### src/rtl/pct_pkg.sv
package pct_pkg;

    typedef enum logic [1:0] {
        PCT_IDLE  = 2'd0,
        PCT_CLEAR = 2'd1,
        PCT_LOW   = 2'd2,
        PCT_HIGH  = 2'd3
    } pct_state_e;

endpackage

### src/rtl/pct_clamp.sv
module pct_clamp #(
    parameter int unsigned VAL_W   = 14,
    parameter int unsigned MAX_VAL = 9999
) (
    input  logic [VAL_W-1:0] raw_i,
    output logic [VAL_W-1:0] lim_o
);
    localparam logic [VAL_W-1:0] LIMIT = VAL_W'(MAX_VAL);

    always_comb begin
        lim_o = (raw_i > LIMIT) ? LIMIT : raw_i;
    end
endmodule

### src/rtl/pct_timer.sv
module pct_timer #(
    parameter int unsigned TW = 13
) (
    input  logic          clk_i,
    input  logic          rst_ni,
    input  logic          load_i,
    input  logic [TW-1:0] load_val_i,
    output logic          expired_o
);
    logic [TW-1:0] cnt_d, cnt_q;

    always_comb begin
        cnt_d = cnt_q;
        if (load_i) begin
            cnt_d = load_val_i;
        end else if (cnt_q != '0) begin
            cnt_d = cnt_q - 1'b1;
        end
    end

    always_ff @(posedge clk_i) begin
        if (!rst_ni) begin
            cnt_q <= '0;
        end else begin
            cnt_q <= cnt_d;
        end
    end

    assign expired_o = (cnt_q == '0);

    // once loaded, the countdown never wraps past zero
    no_wrap_chk: assert property (@(posedge clk_i) disable iff (!rst_ni)
        (!load_i && cnt_q == '0) |=> (cnt_q == '0));
endmodule

### src/rtl/pulse_count_tx.sv
module pulse_count_tx #(
    parameter int unsigned VAL_W    = 14,
    parameter int unsigned MAX_VAL  = 9999,
    parameter int unsigned LONG_CYC = 5000,
    parameter int unsigned HIGH_CYC = 2,
    parameter int unsigned LOW_CYC  = 2
) (
    input  logic             clk_i,
    input  logic             rst_ni,
    input  logic             start_i,
    input  logic [VAL_W-1:0] value_i,
    output logic             line_o,
    output logic             busy_o,
    output logic             done_o
);
    import pct_pkg::*;

    localparam int unsigned MAX_W   = (LONG_CYC > HIGH_CYC) ?
                                      ((LONG_CYC > LOW_CYC) ? LONG_CYC : LOW_CYC) :
                                      ((HIGH_CYC > LOW_CYC) ? HIGH_CYC : LOW_CYC);
    localparam int unsigned TW      = $clog2(MAX_W + 1);
    localparam logic [TW-1:0] LONG_LD = TW'(LONG_CYC - 1);
    localparam logic [TW-1:0] HIGH_LD = TW'(HIGH_CYC - 1);
    localparam logic [TW-1:0] LOW_LD  = TW'(LOW_CYC - 1);
    localparam logic [VAL_W-1:0] LIMIT = VAL_W'(MAX_VAL);

    typedef struct packed {
        pct_state_e       st;
        logic [VAL_W-1:0] left;
        logic             line;
        logic             busy;
        logic             done;
    } tx_regs_t;

    tx_regs_t          r_d, r_q;
    logic [VAL_W-1:0]  val_lim;
    logic              tmr_load;
    logic [TW-1:0]     tmr_val;
    logic              tmr_exp;

    pct_clamp #(.VAL_W(VAL_W), .MAX_VAL(MAX_VAL)) i_clamp (
        .raw_i (value_i),
        .lim_o (val_lim)
    );

    pct_timer #(.TW(TW)) i_timer (
        .clk_i      (clk_i),
        .rst_ni     (rst_ni),
        .load_i     (tmr_load),
        .load_val_i (tmr_val),
        .expired_o  (tmr_exp)
    );

    always_comb begin
        r_d      = r_q;
        r_d.done = 1'b0;
        tmr_load = 1'b0;
        tmr_val  = '0;
        unique case (r_q.st)
            PCT_IDLE: begin
                if (start_i) begin
                    r_d.st   = PCT_CLEAR;
                    r_d.left = val_lim;
                    tmr_load = 1'b1;
                    tmr_val  = LONG_LD;
                end
            end
            PCT_CLEAR: begin
                if (tmr_exp) begin
                    if (r_q.left == '0) begin
                        r_d.st   = PCT_IDLE;
                        r_d.done = 1'b1;
                    end else begin
                        r_d.st   = PCT_LOW;
                        tmr_load = 1'b1;
                        tmr_val  = LOW_LD;
                    end
                end
            end
            PCT_LOW: begin
                if (tmr_exp) begin
                    r_d.st   = PCT_HIGH;
                    tmr_load = 1'b1;
                    tmr_val  = HIGH_LD;
                end
            end
            PCT_HIGH: begin
                if (tmr_exp) begin
                    r_d.left = r_q.left - 1'b1;
                    if (r_q.left == VAL_W'(1)) begin
                        r_d.st   = PCT_IDLE;
                        r_d.done = 1'b1;
                    end else begin
                        r_d.st   = PCT_LOW;
                        tmr_load = 1'b1;
                        tmr_val  = LOW_LD;
                    end
                end
            end
            default: r_d.st = PCT_IDLE;
        endcase
        r_d.line = (r_d.st == PCT_CLEAR) || (r_d.st == PCT_HIGH);
        r_d.busy = (r_d.st != PCT_IDLE);
    end

    always_ff @(posedge clk_i) begin
        if (!rst_ni) begin
            r_q <= '{st: PCT_IDLE, left: '0, line: 1'b0, busy: 1'b0, done: 1'b0};
        end else begin
            r_q <= r_d;
        end
    end

    assign line_o = r_q.line;
    assign busy_o = r_q.busy;
    assign done_o = r_q.done;

    // length of the current high run on the wire, used by the width check
    logic [TW-1:0] hrun_q;
    always_ff @(posedge clk_i) begin
        if (!rst_ni) hrun_q <= '0;
        else         hrun_q <= line_o ? hrun_q + 1'b1 : '0;
    end


    idle_quiet_chk: assert property (@(posedge clk_i) disable iff (!rst_ni)
        !busy_o |-> !line_o);


    pulse_width_chk: assert property (@(posedge clk_i) disable iff (!rst_ni)
        $fell(line_o) |-> (hrun_q == TW'(LONG_CYC) || hrun_q == TW'(HIGH_CYC)));


    count_bound_chk: assert property (@(posedge clk_i) disable iff (!rst_ni)
        r_q.left <= LIMIT);


    busy_start_ignored_chk: assert property (@(posedge clk_i) disable iff (!rst_ni)
        (busy_o && start_i) |=> (r_q.left <= $past(r_q.left)));


    done_single_chk: assert property (@(posedge clk_i) disable iff (!rst_ni)
        done_o |=> !done_o);


    done_ends_busy_chk: assert property (@(posedge clk_i) disable iff (!rst_ni)
        done_o |-> (!busy_o && $past(busy_o)));
endmodule

### config.mk
export PLATFORM = sky130hd
export DESIGN_NAME = pulse_count_tx
export DESIGN_NICKNAME = d
export VERILOG_FILES = /design/src/rtl/pct_pkg.sv /design/src/rtl/pct_clamp.sv /design/src/rtl/pct_timer.sv /design/src/rtl/pulse_count_tx.sv
export SDC_FILE = /design/constraint.sdc
export NUM_CORES = 1
export LEC_CHECK = 0
export CAP_MARGIN = 20
export CELL_PAD_IN_SITES_DETAIL_PLACEMENT = 1
export CELL_PAD_IN_SITES_GLOBAL_PLACEMENT = 2
export CORE_UTILIZATION = 36
export CTS_CLUSTER_SIZE = 10
export DETAILED_ROUTE_END_ITERATION = 10
export PLACE_DENSITY = 0.87
export SYNTH_ARGS = -nofsm -noshare
export SYNTH_HDL_FRONTEND = slang
export SYNTH_SLANG_ARGS = --single-unit
### constraint.sdc
create_clock -name clk_i -period 4.63 [get_ports clk_i]
set_input_delay 1.1575 -clock clk_i [delete_from_list [all_inputs] [get_ports clk_i]]
set_output_delay 1.1575 -clock clk_i [all_outputs]
set_load 0.005 [all_outputs]
# Word-level counts from Yosys, hierarchy flattened
# Index checks and enable logic that the tools add are counted.
# W data, S select, Z words.
dict set report word_totals {
  reg_bits 32
  word_cells 56
}
dict set report op_classes {
  add_sub_neg 2
  magnitude_cmp 1
  eq_ne 8
  n_mux 30
  n_reduce_logical 9
}
# operator n
set op_table {}
lappend op_table {{$pmux W13 S4} 1}
lappend op_table {{$mux W13} 3}
lappend op_table {{$mux W16} 2}
lappend op_table {{$pmux W14 S2} 1}
lappend op_table {{$mux W1} 15}
lappend op_table {{$eq A14 B1 Y1 const B} 1}
lappend op_table {{$gt A14 B14 Y1 const B} 1}
lappend op_table {{$logic_not A14 Y1} 1}
lappend op_table {{$mux W14} 1}
lappend op_table {{$sub A14 B1 Y14 const B} 1}
lappend op_table {{$logic_not A13 Y1} 1}
lappend op_table {{$reduce_bool A13 Y1} 1}
lappend op_table {{$sub A13 B1 Y13 const B} 1}
lappend op_table {{$mux W2} 4}
lappend op_table {{$pmux W2 S4} 1}
lappend op_table {{$eq A2 B2 Y1 const B} 3}
lappend op_table {{$reduce_bool A2 Y1} 3}
lappend op_table {{$eq A2 B1 Y1 const B} 2}
lappend op_table {{$pmux W1 S4} 1}
lappend op_table {{$reduce_and A3 Y1} 1}
lappend op_table {{$logic_not A2 Y1} 1}
lappend op_table {{$ne A2 B1 Y1 const B} 1}
lappend op_table {{$ne A2 B2 Y1 const B} 1}
lappend op_table {{$pmux W1 S2} 1}
lappend op_table {{$logic_or A1 B1 Y1} 1}

# Logic depth before layout (Yosys ltp)
# Gate-level depths: netlist of the first run.
dict set report logic_depth {
  word_depth 6
  ltp_mapped 8
}

# Cells and area by module
# Synthesis of the first run repeated with hierarchy kept, for this count alone.
dict set report hier_totals {
  cells_unflattened 247
  hier_area_um2 2083.2
}
# mod instances cells_per_inst area_per_inst_um2
set modules_own_cells {}
lappend modules_own_cells {pulse_count_tx 1 136 1127.3}
lappend modules_own_cells {pct_timer 1 89 792.0}
lappend modules_own_cells {pct_clamp 1 22 163.9}

# Worst setup path before layout of the first run
# No wires, ideal clock.
dict set report synth_timing {
  path_kind {flip-flop to flip-flop}
  startpoint {register i_timer.cnt_q[0]}
  endpoint {register r_q[8] in the netlist's numbering}
  setup_time_ps 71
  arrival_ps 2379
  t_required_ps 4559
  setup_slack_ps 2181
  path_stages_with_launch 9
  cell_sequence {dfxtp_1 -> inv_1 -> ha_1 -> or4b_4 -> or4_4 -> buf_6 -> nor3_1 -> mux2_2 -> a21oi_1}
}
dict set report synth_between {
  elab_chain_cells 3
}
# item line_no
set synth_lines {}
lappend synth_lines {{start, declared} pct_timer.sv:10} ;# logic [TW-1:0] cnt_d, cnt_q;
lappend synth_lines {{start signal, assigned} pct_timer.sv:25} ;# cnt_q <= cnt_d;
lappend synth_lines {{$logic_not A13 Y1} pct_timer.sv:29} ;# assign expired_o = (cnt_q == '0);
lappend synth_lines {{$ne A2 B1 Y1 (no line)} -}
lappend synth_lines {{$reduce_and A3 Y1 (no line)} -}
lappend synth_lines {{end signal, assigned} pulse_count_tx.sv:108} ;# r_q <= '{st: PCT_IDLE, left: '0, line: 1'b0, busy: 1'b0, done: 1'b0};
lappend synth_lines {{end signal, assigned} pulse_count_tx.sv:110} ;# r_q <= r_d;
lappend synth_lines {{end, declared} pulse_count_tx.sv:35} ;# tx_regs_t r_d, r_q;
# Every way passes these cells.
# A chain may end at the register's enable or synchronous reset.

==> reports/metrics.cfg, run 1 <==
[finish]
drive_gt1_share_pct=8.16
fin_util_pct=45.1
fin_nets=265
final_cell_area_sq_um=2190
layout_common_cells=dfxtp_1, nor2_1, clkdlybuf4s50_1, o21ai_0, nand2_1
n_antenna_cell=0
syn_to_final_growth_pct=17.6
mostFrequentLayoutCell=dfxtp_1

[clock_tree]
htree_levels=2
cts.clk_slew.worst_paths_ns=0.07
ctsRootBufferMaster=clkbuf_8
cts.sinks=31
cts_resized=0
holdBufCountCts=0
cts.path.max_buffers=2
cts_tree=done
cts_buffers=5
postCtsSetupRepairBufs=0
clk-insertion-delay-late_ns=0.28

[global_routing]
overflow=0
grt_start_max_net_pins=20
antenna_found_initial=0
track_usage_pct=22.0
grt_pass1_wl_microns=8950
grt_pass1_vias=1749

[sta]
rsz0062_at_grt=no
slew_violations=0
hold_violations=0
finalClockSkew_ns=0.00441
timing.final.crit_share_pct=63.9
layout_setup_ws_ns=1.67
relSlewSlack_pct=45.6
tns_ns=0
tightest_slew_ns=0.808
setup_violations=0
max_freq_mhz=338
min_period_ns=2.96

[route]
detail_route.vias_per_cell=5.83
dr.pass1.iters=4
routed_wl_microns=5460
vias=1820
drtAntennaViolNets=0
avgRoutedWirePerCell_microns=17.5
first_iter_violations=96
drc_errors=0

[yosys]
synth.distinct_cells=55
synthFlopType=dfxtp_1
async_flop_share_pct=0
synth_area_per_cell_sq_um=8.19
synth.area.top_cells=dfxtp_1, nor2_1, o21ai_0
ys_warn_count=0
synth-edff-count=0
syn_nets=247
synth_top_area_share_pct=33.4
synth_top_area_cell=dfxtp_1
syn-instance-count=227
synth.ff_latch_count=31
synth_area_sq_um=1860
yosysSeqAreaShare_pct=33.4

[placement]
port_buffers=19
pre_cts_slack_ns=1.38
placed_cell_area_sq_um=2100
place_congestion=0.808
hpwl_microns=3990

[job]
max_cap_violations=0

[pwr]
vdd_drop_max_uv=123
power_density_nw_per_um2=385
p_leak_nw=0.752
p_total_w=0.000842

[die]
dieArea_sq_um=5460
start_util_pct=38.3
die_x_microns=73.9
io_pins=20
core_area_sq_um=4850
die_y_microns=73.9
std_cell_rows=25

[setup_path]
critPathCaptureType=flop
worstPathMaxFanout=19
worst-setup-path-type=primary input to flop
reg2reg_to=r_q[12]
arrival_ns=3.18
setup.worst_path.start_class=primary input
crit_start=rst_ni
rr_startpoint=i_timer.cnt_q[0]
required_ns=4.86
ff2ff_setup_slack_ns=1.81
rr_worst_depth=7
setup.worst_path.end=r_q[9]

[run_status]
status=finished, final reports clean

[min_path]
min_path_type=flop to flop

-- per-stage QoR --
stage	cells	hold slack (ns)
global route	312	0.582
finish	312	0.545
detailed placement	305	0.525
global placement	305	0.516
floorplan	227	0.484
CTS	312	0.537
-- synth_stat cells (2+ instances only) --
library cell   n
dfxtp_1       31
nor2_1        23
o21ai_0       17
nand2_1       13
nor3_1        11
a21oi_1       10
nor4_1        10
nand3_1        8
nand4_1        8
clkbuf_1       7
xnor2_1        7
inv_1          6
a211oi_1       5
a31oi_1        4
o31ai_1        4
xor2_1         4
a21o_1         3
and2_1         3
ha_1           3
nand3b_1       3
o21a_1         3
or3_1          3
or4_1          3
a21boi_0       2
mux2_2         2
nor2b_1        2
o31a_1         2
or3b_2         2
or4_4          2
-- how the worst min path moves through the flow --
stage                     slack [ns]  cells past startpoint           endpoint               from
after global routing            0.58                      1            r_q[10]            r_q[10]
after detailed placement        0.52                      2  i_timer.cnt_q[12]  i_timer.cnt_q[12]
final                           0.54                      2  i_timer.cnt_q[12]  i_timer.cnt_q[12]
after floorplan                 0.48                      2  i_timer.cnt_q[12]  i_timer.cnt_q[12]
after CTS                       0.54                      2  i_timer.cnt_q[12]  i_timer.cnt_q[12]
after global placement          0.52                      2  i_timer.cnt_q[12]  i_timer.cnt_q[12]
-- worst max-delay path: stages --
cell and delay [ns]:
clkdlybuf4s50_1 0.78, clkinv_1 0.63, or3_1 0.53, nand3_1 0.08
-- registers in the layout, indices dropped and copies added (netlist names) --
name           flops
busy_o             1
done_o             1
r_q               16
i_timer.cnt_q     13
-- cell families (layout without fill, tap and decap cells) --
| family | after synthesis | after routing | synth area share [%] |
|---|---|---|---|
| adders and majority gates | 3 | 3 | 2.02 |
| muxes | 2 | 2 | 1.21 |
| buffers and inverters | 16 | 34 | 3.70 |
| xor gates and xnor gates | 11 | 11 | 5.18 |
| DFF | 31 | 31 | 33.4 |
| and+or+nand+nor | 102 | 102 | 32.2 |
| AOI/OAI and AO/OA | 62 | 62 | 22.3 |
-- power breakdown --
part	internal [W]	switching [W]	total, W
Combinational	0.000124	0.000155	0.000279
Clock	0.000116	0.000100	0.000217
Sequential	0.000301	0.0000447	0.000346
Total	0.000542	0.000300	0.000842
-- final cells by class --
type / count / area, sq um
inverter: 7 / 26.3
multi-input combinational: 180 / 1170
clock inverter: 1 / 5.00
clock buffer: 6 / 82.6
fill: 597 / 2660
tap: 67 / 83.8
timing repair buffer: 20 / 198
sequential: 31 / 621
-- per-layer routing --
metal / vias up / wire length, microns / GRT usage, %
met3: 4 / 165 / 4.53
met4: 0 / 43 / 5.13
met5: - / 0 / 0
li1: 897 / - / -
met1: 885 / 2810 / 30.9
met2: 34 / 2440 / 34.3
Power figures use the tool's default switching activity.
==> run 2, diff against run 1 <==
Settings changed: CORE_UTILIZATION 36 to 30, PLACE_DENSITY 0.87 to 0.78.
Clock period 4.63 ns to 2.4 ns, I/O delays scaled along.
==> run 2 against run 1 <==
Compared with the run above: critical path depth is 4 higher; die area is 19% higher; worst hold slack better by 0.019 ns; routed wire length is 15% higher; cell count is 12% higher; clock skew is 0.00084 ns higher; final area is 16% higher; highest routed layer unchanged; register-to-register slack worse by 1.8 ns; power is 130% higher; sequential share of layout area is 3.8 points lower.
==> reports/metrics.cfg, run 2 (same netlist as run 1, synthesis figures left out) <==
[clock_tree]
cts.sinks=31
cts.path.max_buffers=2
cts_tree=done
htree_levels=2
cts_buffers=5
cts.clk_slew.worst_paths_ns=0.07
holdBufCountCts=0
ctsRootBufferMaster=clkbuf_8
clk-insertion-delay-late_ns=0.29

[die]
std_cell_rows=28
core_area_sq_um=5960
io_pins=20
die_y_microns=80.7
dieArea_sq_um=6520
die_x_microns=80.7
start_util_pct=31.2

[setup_path]
required_ns=2.58
rr_startpoint=i_timer.cnt_q[0]
cp_num_buf_inv=2
cpMaxStageDelayCell=or4_4
crit_start=i_timer.cnt_q[0]
max_stage_delay_ns=0.62
worstPathMaxFanout=8
arrival_ns=2.53
path_cells=inv_2 > ha_4 > or4b_4 > or4_4 > buf_12 > nor2_4 > a31oi_1 > o31a_1
critPathCaptureType=flop
ff2ff_setup_slack_ns=0.05
cp_top_family=simple AND/OR/NAND/NOR gates
setup.worst_path.start_class=flop
worst-setup-path-type=flop to flop

[global_routing]
antenna_found_initial=0
grt_start_max_net_pins=15
grt_pass1_vias=1970
met1_usage_pct=28.0
use_met2_pct=32.5
track_usage_pct=20.4
grt_pass1_wl_microns=9900
grt_use_met3_pct=3.18
overflow=0
top_usage_layer=met2

[placement]
pre_cts_slack_ns=-0.114
hpwl_microns=4480
placed_cell_area_sq_um=2350
placed_cells=342
port_buffers=19
place_congestion=0.849

[sta]
layout_setup_ws_ns=0.0489
tns_ns=0
min_period_ns=2.35
max_freq_mhz=425
slew_violations=0
rsz0062_at_grt=yes
timing.final.crit_share_pct=98.0
tightest_slew_ns=0.583
relSlewSlack_pct=60.7
finalClockSkew_ns=0.00525
setup_violations=0
hold_violations=0

[pwr]
vdd_drop_max_uv=327
power_density_nw_per_um2=755
p_int_w=0.00126
power_frac_clock_pct=28.5
switching_share_pct=34.4
power_switching_w=0.000660
p_comb_share_pct=37.6
p_leak_nw=0.925
seqPwrFrac_pct=33.9

[min_path]
min_path_type=flop to flop
min_from=i_timer.cnt_q[4]

[finish]
fin_nets=294
drive_gt1_share_pct=23.6
syn_to_final_growth_pct=36.5
top_regs=r_q: 16 flops, i_timer.cnt_q: 13 flops
layout_common_cells=dfxtp_1, buf_4, nor2_1, clkdlybuf4s50_1, o21ai_0
finalNonFillerCells=350
largest-register=r_q
n_antenna_cell=0
final_cell_area_sq_um=2540
fillers=733
fin_util_pct=42.6
largest_reg_flops=16

[run_status]
status=finished, final reports clean

[route]
drc_errors=0
dr.pass1.iters=4
detail_route.vias_per_cell=5.55
drtAntennaViolNets=0
avgRoutedWirePerCell_microns=17.9
first_iter_violations=78
routed_wl_microns=6260
vias=1941

[job]
max_cap_violations=0

## run 2: cell count changes in the layout (fill, tap and decap cells not counted), moves of 2 or more
cell | previous run | this run
buf_4 | 1 | 29
dfxtp_1 | 31 | 29
dfxtp_2 | 0 | 2
inv_1 | 6 | 4
inv_2 | 0 | 2
nor2_1 | 23 | 21
nor4_1 | 10 | 7
nor4_4 | 1 | 3
## run 2: power groups by stage
stage	Clock (W)	Combinational (W)	Sequential (W)
global placement	0	0.000659	0.000652
global route	0.000575	0.000792	0.000657
CTS	0.000554	0.000692	0.000643
finish	0.000547	0.000720	0.000650
floorplan	0	0.000404	0.000648
detailed placement	0	0.000669	0.000654
## run 2: final timing paths
path         cells past startpoint                to
max                              8            r_q[6]
min                              2  i_timer.cnt_q[4]
max reg2reg                      8            r_q[6]
min reg2reg                      2  i_timer.cnt_q[4]
## run 2: cell type report
class                           instances  area [sq um]  area share (%)
Tap cell                               75          93.8            3.70
Sequential cell                        31           623            24.5
Inverter                                7          26.3            1.03
Multi-Input combinational cell        180          1250            49.2
Clock buffer                            6          82.6            3.25
Clock inverter                          2          35.0            1.38
Timing Repair Buffer                   49           428            16.9
## run 2: tightest hold or removal path, stage by stage, from the launching register on
cell and delay, ns:
dfxtp_1 0.34, xnor2_1 0.15, nor2_1 0.04
## run 2: what timing repair did
action                     4_1_cts  5_1_grt
setup endpoints to repair        9       15
pin swaps                        0        8
resized for setup                4       14
setup buffers                    0        0
## run 2: through the flow
| stage | hold WS, ns | power [W] |
|---|---|---|
| 6_report | 0.563 | 0.00192 |
| 2_1_floorplan | 0.484 | 0.00105 |
| 5_1_grt | 0.584 | 0.00202 |
| 4_1_cts | 0.565 | 0.00189 |
| 3_3_place_gp | 0.521 | 0.00131 |
| 3_5_place_dp | 0.537 | 0.00132 |
## run 2: metal layers
| metal | part of all wire (%) | routed length (microns) |
|---|---|---|
| met5 | 0 | 0 |
| met4 | 1.4 | 89 |
| met3 | 2.6 | 161 |
| met2 | 46 | 2860 |
| met1 | 50 | 3150 |
